## config.mk

```make
export PLATFORM = sky130hd
export DESIGN_NAME = console_regs
export DESIGN_NICKNAME = d
export VERILOG_FILES = /design/src/rtl/console_pkg.sv /design/src/rtl/console_ctrl.sv /design/src/rtl/console_dp.sv /design/src/rtl/console_regs.sv
export SDC_FILE = /design/constraint.sdc
export NUM_CORES = 1
export LEC_CHECK = 0
export BUFFER_PORTS_ARGS = -buffer_cell sky130_fd_sc_hd__buf_4
export CAP_MARGIN = 20
export CORE_ASPECT_RATIO = 0.7
export CORE_MARGIN = 5
export CORE_UTILIZATION = 49
export CTS_CLUSTER_SIZE = 16
export DETAILED_ROUTE_END_ITERATION = 10
export MAX_ROUTING_LAYER = met4
export PLACE_DENSITY_LB_ADDON = 0.08
export SKIP_LAST_GASP = 1
export SLEW_MARGIN = 5
export SYNTH_ARGS = -nofsm -noshare
export SYNTH_HDL_FRONTEND = slang
export SYNTH_SLANG_ARGS = --single-unit
```

## constraint.sdc

```tcl
create_clock -name clk -period 6.1 [get_ports clk]
set_input_delay 0.61 -clock clk [delete_from_list [all_inputs] [get_ports clk]]
set_output_delay 0.61 -clock clk [all_outputs]
set_load 0.05 [all_outputs]
```

## src/rtl/console_pkg.sv

```systemverilog
`timescale 1ns/1ps
package console_pkg;

  // Read-data source selected by the control for the datapath mux.
  typedef enum logic [2:0] {
    SEL_NONE,
    SEL_KSTAT,
    SEL_KDATA,
    SEL_DSTAT,
    SEL_DDATA
  } rdSel_t;

  // Strobes the control hands to the datapath each cycle.
  typedef struct packed {
    logic   keyLoad;   // accept keystroke into data register
    logic   keyDrop;   // keystroke arrived while locked
    logic   kieWr;     // write keyboard enable bit
    logic   dieWr;     // write display enable bit
    logic   dispLoad;  // accept character for display
    rdSel_t rdSel;
  } ctrlStrobe_t;

endpackage

```

## src/rtl/console_ctrl.sv

```systemverilog
`timescale 1ns/1ps
module console_ctrl
  import console_pkg::*;
#(
  parameter int AW          = 16,
  parameter int REG_BASE    = 16'hFE00,
  parameter int REG_STRIDE  = 2,
  parameter int BUSY_CYCLES = 4
) (
  input  logic          clk,
  input  logic          rstN,
  input  logic [AW-1:0] busAddr,
  input  logic          busWe,
  input  logic          busRe,
  input  logic          keyStrobe,
  output ctrlStrobe_t   strobe,
  output logic          kbdReady,
  output logic          dispReady
);

  localparam int NUM_REGS = 4;
  localparam int CNT_W    = $clog2(BUSY_CYCLES + 1);
  localparam int SLOT_KSTAT = 0;
  localparam int SLOT_KDATA = 1;
  localparam int SLOT_DSTAT = 2;
  localparam int SLOT_DDATA = 3;

  logic [NUM_REGS-1:0] hit;
  logic [CNT_W-1:0]    busyLeft;
  logic                kbdRead;

  for (genvar i = 0; i < NUM_REGS; i++) begin : g_decode
    assign hit[i] = (busAddr == AW'(REG_BASE + i * REG_STRIDE));
  end

  assign kbdRead = busRe & hit[SLOT_KDATA];

  always_comb begin
    strobe.keyLoad  = keyStrobe & ~kbdReady;
    strobe.keyDrop  = keyStrobe & kbdReady;
    strobe.kieWr    = busWe & hit[SLOT_KSTAT];
    strobe.dieWr    = busWe & hit[SLOT_DSTAT];
    strobe.dispLoad = busWe & hit[SLOT_DDATA] & dispReady;
    strobe.rdSel    = SEL_NONE;
    if (busRe) begin
      if      (hit[SLOT_KSTAT]) strobe.rdSel = SEL_KSTAT;
      else if (hit[SLOT_KDATA]) strobe.rdSel = SEL_KDATA;
      else if (hit[SLOT_DSTAT]) strobe.rdSel = SEL_DSTAT;
      else if (hit[SLOT_DDATA]) strobe.rdSel = SEL_DDATA;
    end
  end

  // Keyboard lock: set on accepted key, cleared by data read.
  always_ff @(posedge clk or negedge rstN) begin
    if (!rstN) begin
      kbdReady <= 1'b0;
    end else if (strobe.keyLoad) begin
      kbdReady <= 1'b1;
    end else if (kbdRead) begin
      kbdReady <= 1'b0;
    end
  end

  // Display sink model: busy for BUSY_CYCLES cycles after a load.
  always_ff @(posedge clk or negedge rstN) begin
    if (!rstN) begin
      dispReady <= 1'b1;
      busyLeft  <= '0;
    end else if (strobe.dispLoad) begin
      dispReady <= 1'b0;
      busyLeft  <= CNT_W'(BUSY_CYCLES);
    end else if (!dispReady) begin
      if (busyLeft == CNT_W'(1)) begin
        dispReady <= 1'b1;
        busyLeft  <= '0;
      end else begin
        busyLeft  <= busyLeft - CNT_W'(1);
      end
    end
  end

endmodule

```

## src/rtl/console_dp.sv

```systemverilog
`timescale 1ns/1ps
module console_dp
  import console_pkg::*;
#(
  parameter int DW     = 16,
  parameter int CW     = 8,
  parameter int DROP_W = 8
) (
  input  logic              clk,
  input  logic              rstN,
  input  ctrlStrobe_t       strobe,
  input  logic              kbdReady,
  input  logic              dispReady,
  input  logic [CW-1:0]     keyChar,
  input  logic [DW-1:0]     busWrData,
  output logic [DW-1:0]     busRdData,
  output logic              kbdIrq,
  output logic              dispIrq,
  output logic [CW-1:0]     dispChar,
  output logic              dispStart,
  output logic [DROP_W-1:0] droppedKeys
);

  localparam int IE_BIT  = DW - 2;
  localparam int PAD_W   = DW - 2;
  localparam int EXT_W   = DW - CW;

  logic [CW-1:0]     kbdData;
  logic [CW-1:0]     dispData;
  logic              kbdIe;
  logic              dispIe;
  logic [DROP_W-1:0] dropCnt;
  logic              unusedWrBits;

  assign unusedWrBits = ^{busWrData[DW-1], busWrData[DW-3:CW]};

  always_ff @(posedge clk or negedge rstN) begin
    if (!rstN) begin
      kbdData <= '0;
    end else if (strobe.keyLoad) begin
      kbdData <= keyChar;
    end
  end

  always_ff @(posedge clk or negedge rstN) begin
    if (!rstN) begin
      dispData  <= '0;
      dispStart <= 1'b0;
    end else begin
      dispStart <= strobe.dispLoad;
      if (strobe.dispLoad) dispData <= busWrData[CW-1:0];
    end
  end

  always_ff @(posedge clk or negedge rstN) begin
    if (!rstN) begin
      kbdIe  <= 1'b0;
      dispIe <= 1'b0;
    end else begin
      if (strobe.kieWr) kbdIe  <= busWrData[IE_BIT];
      if (strobe.dieWr) dispIe <= busWrData[IE_BIT];
    end
  end

  always_ff @(posedge clk or negedge rstN) begin
    if (!rstN) begin
      dropCnt <= '0;
    end else if (strobe.keyDrop && (dropCnt != '1)) begin
      dropCnt <= dropCnt + DROP_W'(1);
    end
  end

  always_comb begin
    unique case (strobe.rdSel)
      SEL_KSTAT: busRdData = {kbdReady, kbdIe, {PAD_W{1'b0}}};
      SEL_KDATA: busRdData = {{EXT_W{1'b0}}, kbdData};
      SEL_DSTAT: busRdData = {dispReady, dispIe, {PAD_W{1'b0}}};
      SEL_DDATA: busRdData = {{EXT_W{1'b0}}, dispData};
      default:   busRdData = '0;
    endcase
  end

  assign kbdIrq      = kbdReady & kbdIe;
  assign dispIrq     = dispReady & dispIe;
  assign dispChar    = dispData;
  assign droppedKeys = dropCnt;

endmodule

```

## src/rtl/console_regs.sv

```systemverilog
`timescale 1ns/1ps
module console_regs
  import console_pkg::*;
#(
  parameter int AW          = 16,
  parameter int DW          = 16,
  parameter int CW          = 8,
  parameter int REG_BASE    = 16'hFE00,
  parameter int REG_STRIDE  = 2,
  parameter int BUSY_CYCLES = 4,
  parameter int DROP_W      = 8
) (
  input  logic              clk,
  input  logic              rstN,
  input  logic [AW-1:0]     busAddr,
  input  logic [DW-1:0]     busWrData,
  input  logic              busWe,
  input  logic              busRe,
  output logic [DW-1:0]     busRdData,
  input  logic              keyStrobe,
  input  logic [CW-1:0]     keyChar,
  output logic [CW-1:0]     dispChar,
  output logic              dispStart,
  output logic              kbdIrq,
  output logic              dispIrq,
  output logic [DROP_W-1:0] droppedKeys
);

  ctrlStrobe_t strobe;
  logic        kbdReady;
  logic        dispReady;

  console_ctrl #(
    .AW(AW), .REG_BASE(REG_BASE), .REG_STRIDE(REG_STRIDE),
    .BUSY_CYCLES(BUSY_CYCLES)
  ) u_ctrl (
    .clk(clk), .rstN(rstN), .busAddr(busAddr), .busWe(busWe),
    .busRe(busRe), .keyStrobe(keyStrobe), .strobe(strobe),
    .kbdReady(kbdReady), .dispReady(dispReady)
  );

  console_dp #(
    .DW(DW), .CW(CW), .DROP_W(DROP_W)
  ) u_dp (
    .clk(clk), .rstN(rstN), .strobe(strobe), .kbdReady(kbdReady),
    .dispReady(dispReady), .keyChar(keyChar), .busWrData(busWrData),
    .busRdData(busRdData), .kbdIrq(kbdIrq), .dispIrq(dispIrq),
    .dispChar(dispChar), .dispStart(dispStart), .droppedKeys(droppedKeys)
  );

endmodule

```

# Yosys cells after proc, flatten, opt, wreduce, memory -nomap -nowiden
# Index checks and enable logic that the tools add are counted.
# totals
register_bits	32
elab_cells	48
out_inout_bits	35
in_bits	45
# op_classes
bitwise	10
n_eq_ne	11
reduce_logical	2
add_sub_neg	2
mux	14
# ops
cell	n
16-bit equality test, second input constant	4
16-bit one-hot mux with 4 select lines	1
3-bit 2-to-1 mux	8
1-bit AND	9
8-bit by 1-bit adder with 8-bit output, second input constant	1
8-bit != test, second input constant	1
3-bit by 1-bit equality test with 1-bit output, second input constant	2
3-bit by 2-bit equality test with 1-bit output, second input constant	2
1-bit 2-to-1 mux	5
3-bit equality test, second input constant	1
3-bit by 1-bit subtractor with 3-bit output, second input constant	1
2-bit by 1-bit != test with 1-bit output, second input constant	1
2-bit nonzero test	1
1-bit logical AND	1
1-bit NOT	1

# Longest topological paths before layout
# depth
depth_word	8
depth_mapped	5
depth_no_buf	5

# Hierarchy
# A second synthesis with hierarchy kept.
# hier_totals
hier_cells	153
area_unflattened_um2	1692.9
# modules_own_cells
mod	cells_per_inst	instances	area_each_um2
console_dp	111	1	1306.3
console_ctrl	42	1	386.6

# Least setup slack after synthesis
# OpenSTA, ideal clock, no wires.
# synth_timing
path_type	input -> output
startpoint	input busAddr[7]
endpoint	output busRdData[0]
cell_stages	5
required_ps	5490
setup_slack_ps	2541
arrival_ps	2949
n_path_buf	1
path_cell_list	or4_4 > or4_2 > or2_2 > clkbuf_1 > nor2_1
# synth_between
elab_chain_cells	8
word_cells_on_any_way	14
# synth_lines
item	line_no	text
start: declaration	console_regs.sv:15	input logic [AW-1:0] busAddr,
16-bit equality test	console_ctrl.sv:33	assign hit[i] = (busAddr == AW'(REG_BASE + i * REG_STRIDE));
3-bit 2-to-1 mux	console_ctrl.sv:49	else if (hit[SLOT_DDATA]) strobe.rdSel = SEL_DDATA;
3-bit 2-to-1 mux	console_ctrl.sv:48	else if (hit[SLOT_DSTAT]) strobe.rdSel = SEL_DSTAT;
3-bit 2-to-1 mux	console_ctrl.sv:47	else if (hit[SLOT_KDATA]) strobe.rdSel = SEL_KDATA;
3-bit 2-to-1 mux (*)	console_ctrl.sv:46	if (hit[SLOT_KSTAT]) strobe.rdSel = SEL_KSTAT;
3-bit 2-to-1 mux (*)	console_ctrl.sv:45	if (busRe) begin
3-bit equality test (tied with other cells)	console_dp.sv:74	unique case (strobe.rdSel)
16-bit one-hot mux with 4 select lines (*)	console_dp.sv:74	
end: declaration	console_regs.sv:19	output logic [DW-1:0] busRdData,
# Mark *: on every way between the ends. The rest lies on a longest branch, timed or not.

# Worst setup path after layout
# layout_timing
startpoint	input busAddr[7]
endpoint	output busRdData[4]
# Same word-level chain as after synthesis.

==> results.toml <==
[drt]
wirelength_mm = 3.91
vias = 1280
routedWlPerCell_um = 15.7
antenna_left = 0
drc = 0
initialDrtViolationCount = 43
vias_per_cell = 5.16
dr.pass1.iters = 6

[logic_synthesis]
syn_inst = 142
syn_area_per_cell_um2 = 11.6
synth_seq_cells = 32
seq_area_frac_synth = 0.485
yosys_warnings = 0
synth_area_um2 = 1650
synth_cell_types = 39

[cts]
root_buffer = "clkbuf_8"
cts_resized = 0
cts_hold_buf = 0
htreeDepth = 2
numClockSinks = 32
post_cts_buffers = 0
clock_latency_ns = 0.28
cts_made_buffers = 5
clk_pin_slew_ns = 0.07
cts_buffer_depth = 2
cts_tree = "built"

[setup_path]
crit_required_ns = 5.49
start_kind = "input pin"
r2r_cells = 3
critPathMaxFanout = 8
crit_path_end_kind = "output port"
path_class = "input pin to output port"
worst_ep_arrival_time_ns = 2.77

[sta]
fin_crit_sh = 0.553
clock_skew_ns = 0.00755
tns_ns = 0
maxSlewViolCount = 0
fmax_ghz = 0.296
rsz0062_at_grt = "false"
finalSetupViolCount = 0
min_period_ns = 3.38
tightest_slew_ns = 0.824
final-hold-violation-count = 0
max_slew_margin = 0.449

[place]
hpwl_mm = 3.02
place_congestion = 0.813
dpl.cell_count = 240
port_buffers = 66

[die]
core_area_um2 = 3190
ios = 80
fp.dieH_um = 58.6
die_area_um2 = 4650
fp.dieW_um = 79.4
rows = 17
start_util = 0.518

[cells_and_area]
nNetsFinal = 257
n_fill_cell = 237
final_cells = 248
drive_gt1_frac = 0.467
num_antenna_cells = 0
area_growth_syn_to_layout_pct = 35.7

[pwr]
peakVddDrop_uv = 403
finalPower_uw = 667
leakagePower_nw = 1.14
power.density_nw_per_um2 = 298

[global_routing]
antenna_found_initial = 0
grt_max_degree = 33
first_global_vias = 1389
grt_pass1_wl_mm = 6.71
grt_usage = 0.194
grt-ovfl-total = 0

[hold_path]
hold_path_class = "input pin to async pin"

[outcome]
outcome = "completed"

[run]
cap_viol_max_count = 0
[power by group]
part,total [mW],switching (mW),internal (mW)
clock,0.197,0.0763,0.121
combinational,0.194,0.121,0.0728
sequential,0.276,0.0354,0.240
total,0.667,0.233,0.434
[cell usage in the layout (no fill, tap or decap), types with 2 or more instances in the layout]
cell and n:
o21ai_0 4, xor2_1 2, mux2_4 8, nand3_1 4, conb_1 6, buf_4 66, inv_1 5, ha_1 3
nor2_1 15, clkbuf_8 5, nand4_1 4, and2_1 2, and3_1 3, nand2_1 4, nor4_1 2, dfrtp_1 31
xnor2_1 5, mux2i_1 10, mux2_2 11
[synth_stat cells, drive strengths merged]
cell	number	share of area
a21oi	1	0.0030
a41oi	1	0.0053
and2	2	0.0076
and3	3	0.011
and4	1	0.0053
buf	8	0.036
clkbuf	2	0.0045
clkdlybuf4s50	1	0.0068
conb	1	0.0023
dfrtp	31	0.47
dfstp	1	0.016
ha	3	0.023
inv	5	0.011
mux2	19	0.15
mux2i	10	0.061
nand2	4	0.0091
nand2b	1	0.0038
nand3	4	0.012
nand4	4	0.015
nand4b	1	0.0053
nor2	15	0.034
nor2b	1	0.0038
nor3	1	0.0030
nor4	2	0.0076
nor4b	1	0.0053
o21ai	4	0.012
o22ai	1	0.0038
or2	1	0.0038
or3	1	0.0038
or3b	1	0.0053
or4	3	0.017
or4b	1	0.0083
xnor2	5	0.026
xor2	2	0.011
[worst paths after layout]
kind,startpoint,endpoint,slack (ns)
max in group asynchronous,rstN,u_ctrl.dispReady,5.52
setup reg to reg,u_ctrl.dispReady,u_dp.dispChar[0],4.26
hold reg to reg,u_dp.droppedKeys[5],u_dp.droppedKeys[5],0.50
min in group clk,u_dp.droppedKeys[5],u_dp.droppedKeys[5],0.50
hold / removal,rstN,u_dp.droppedKeys[1],0.25
setup / recovery,busAddr[7],busRdData[4],2.72
[critical path: stages]
cell,delay [ns]
buf_4,0.11
or4_4,0.54
or4_2,0.72
or2_2,0.40
nor2_1,0.16
buf_4,0.22
[layout make-up]
class | instances | area (um2) | share of cell area
clock buffer | 6 | 72.6 | 0.0323
clock inverter | 2 | 35.0 | 0.0156
inverter | 5 | 18.8 | 0.00837
multi-input combinational | 99 | 772 | 0.344
sequential | 32 | 802 | 0.358
tap | 38 | 47.5 | 0.0212
timing repair buffer | 66 | 495 | 0.221
[cell families after synthesis]
| kind of cell | Yosys count | share of synthesized area |
|---|---|---|
| flip-flops | 32 | 0.485 |
| other | 1 | 0.00227 |
| multiplexers | 29 | 0.208 |
| buffers and inverters | 16 | 0.0590 |
| AO/OA/AOI/OAI | 7 | 0.0242 |
| XOR/XNOR | 7 | 0.0371 |
| AND/OR/NAND/NOR | 47 | 0.161 |
| adder cells (fa/ha/maj) | 3 | 0.0227 |
[flip-flops by register name, summed over array words and instances (netlist names)]
register	count
u_dp.dispChar	8
u_dp.droppedKeys	8
u_dp.kbdData	8
u_ctrl.busyLeft	3
u_ctrl.dispReady	1
u_ctrl.kbdReady	1
u_dp.dispIe	1
u_dp.dispStart	1
u_dp.kbdIe	1
[per-stage QoR]
step / util / area, um2 / hold slack, ns / setup WS, ns
after floorplan: - / 1670 / 0.314 / 2.54
after global placement: 0.669 / 2140 / 0.486 / 2.78
after detailed placement: 0.669 / 2140 / 0.494 / 2.74
after CTS: 0.703 / 2240 / 0.262 / 2.74
after global routing: 0.703 / 2240 / 0.281 / 2.67
final: 0.703 / 2240 / 0.253 / 2.72
[layer usage]
metal	part of all wire	global-route usage	vias up
met3	0.067	0.0673	2
met1	0.43	0.245	617
met2	0.50	0.305	43
met5	0	-	-
li1	-	-	618
met4	0.0020	0.0392	0
No activity file was read; power rests on OpenSTA's default activity.
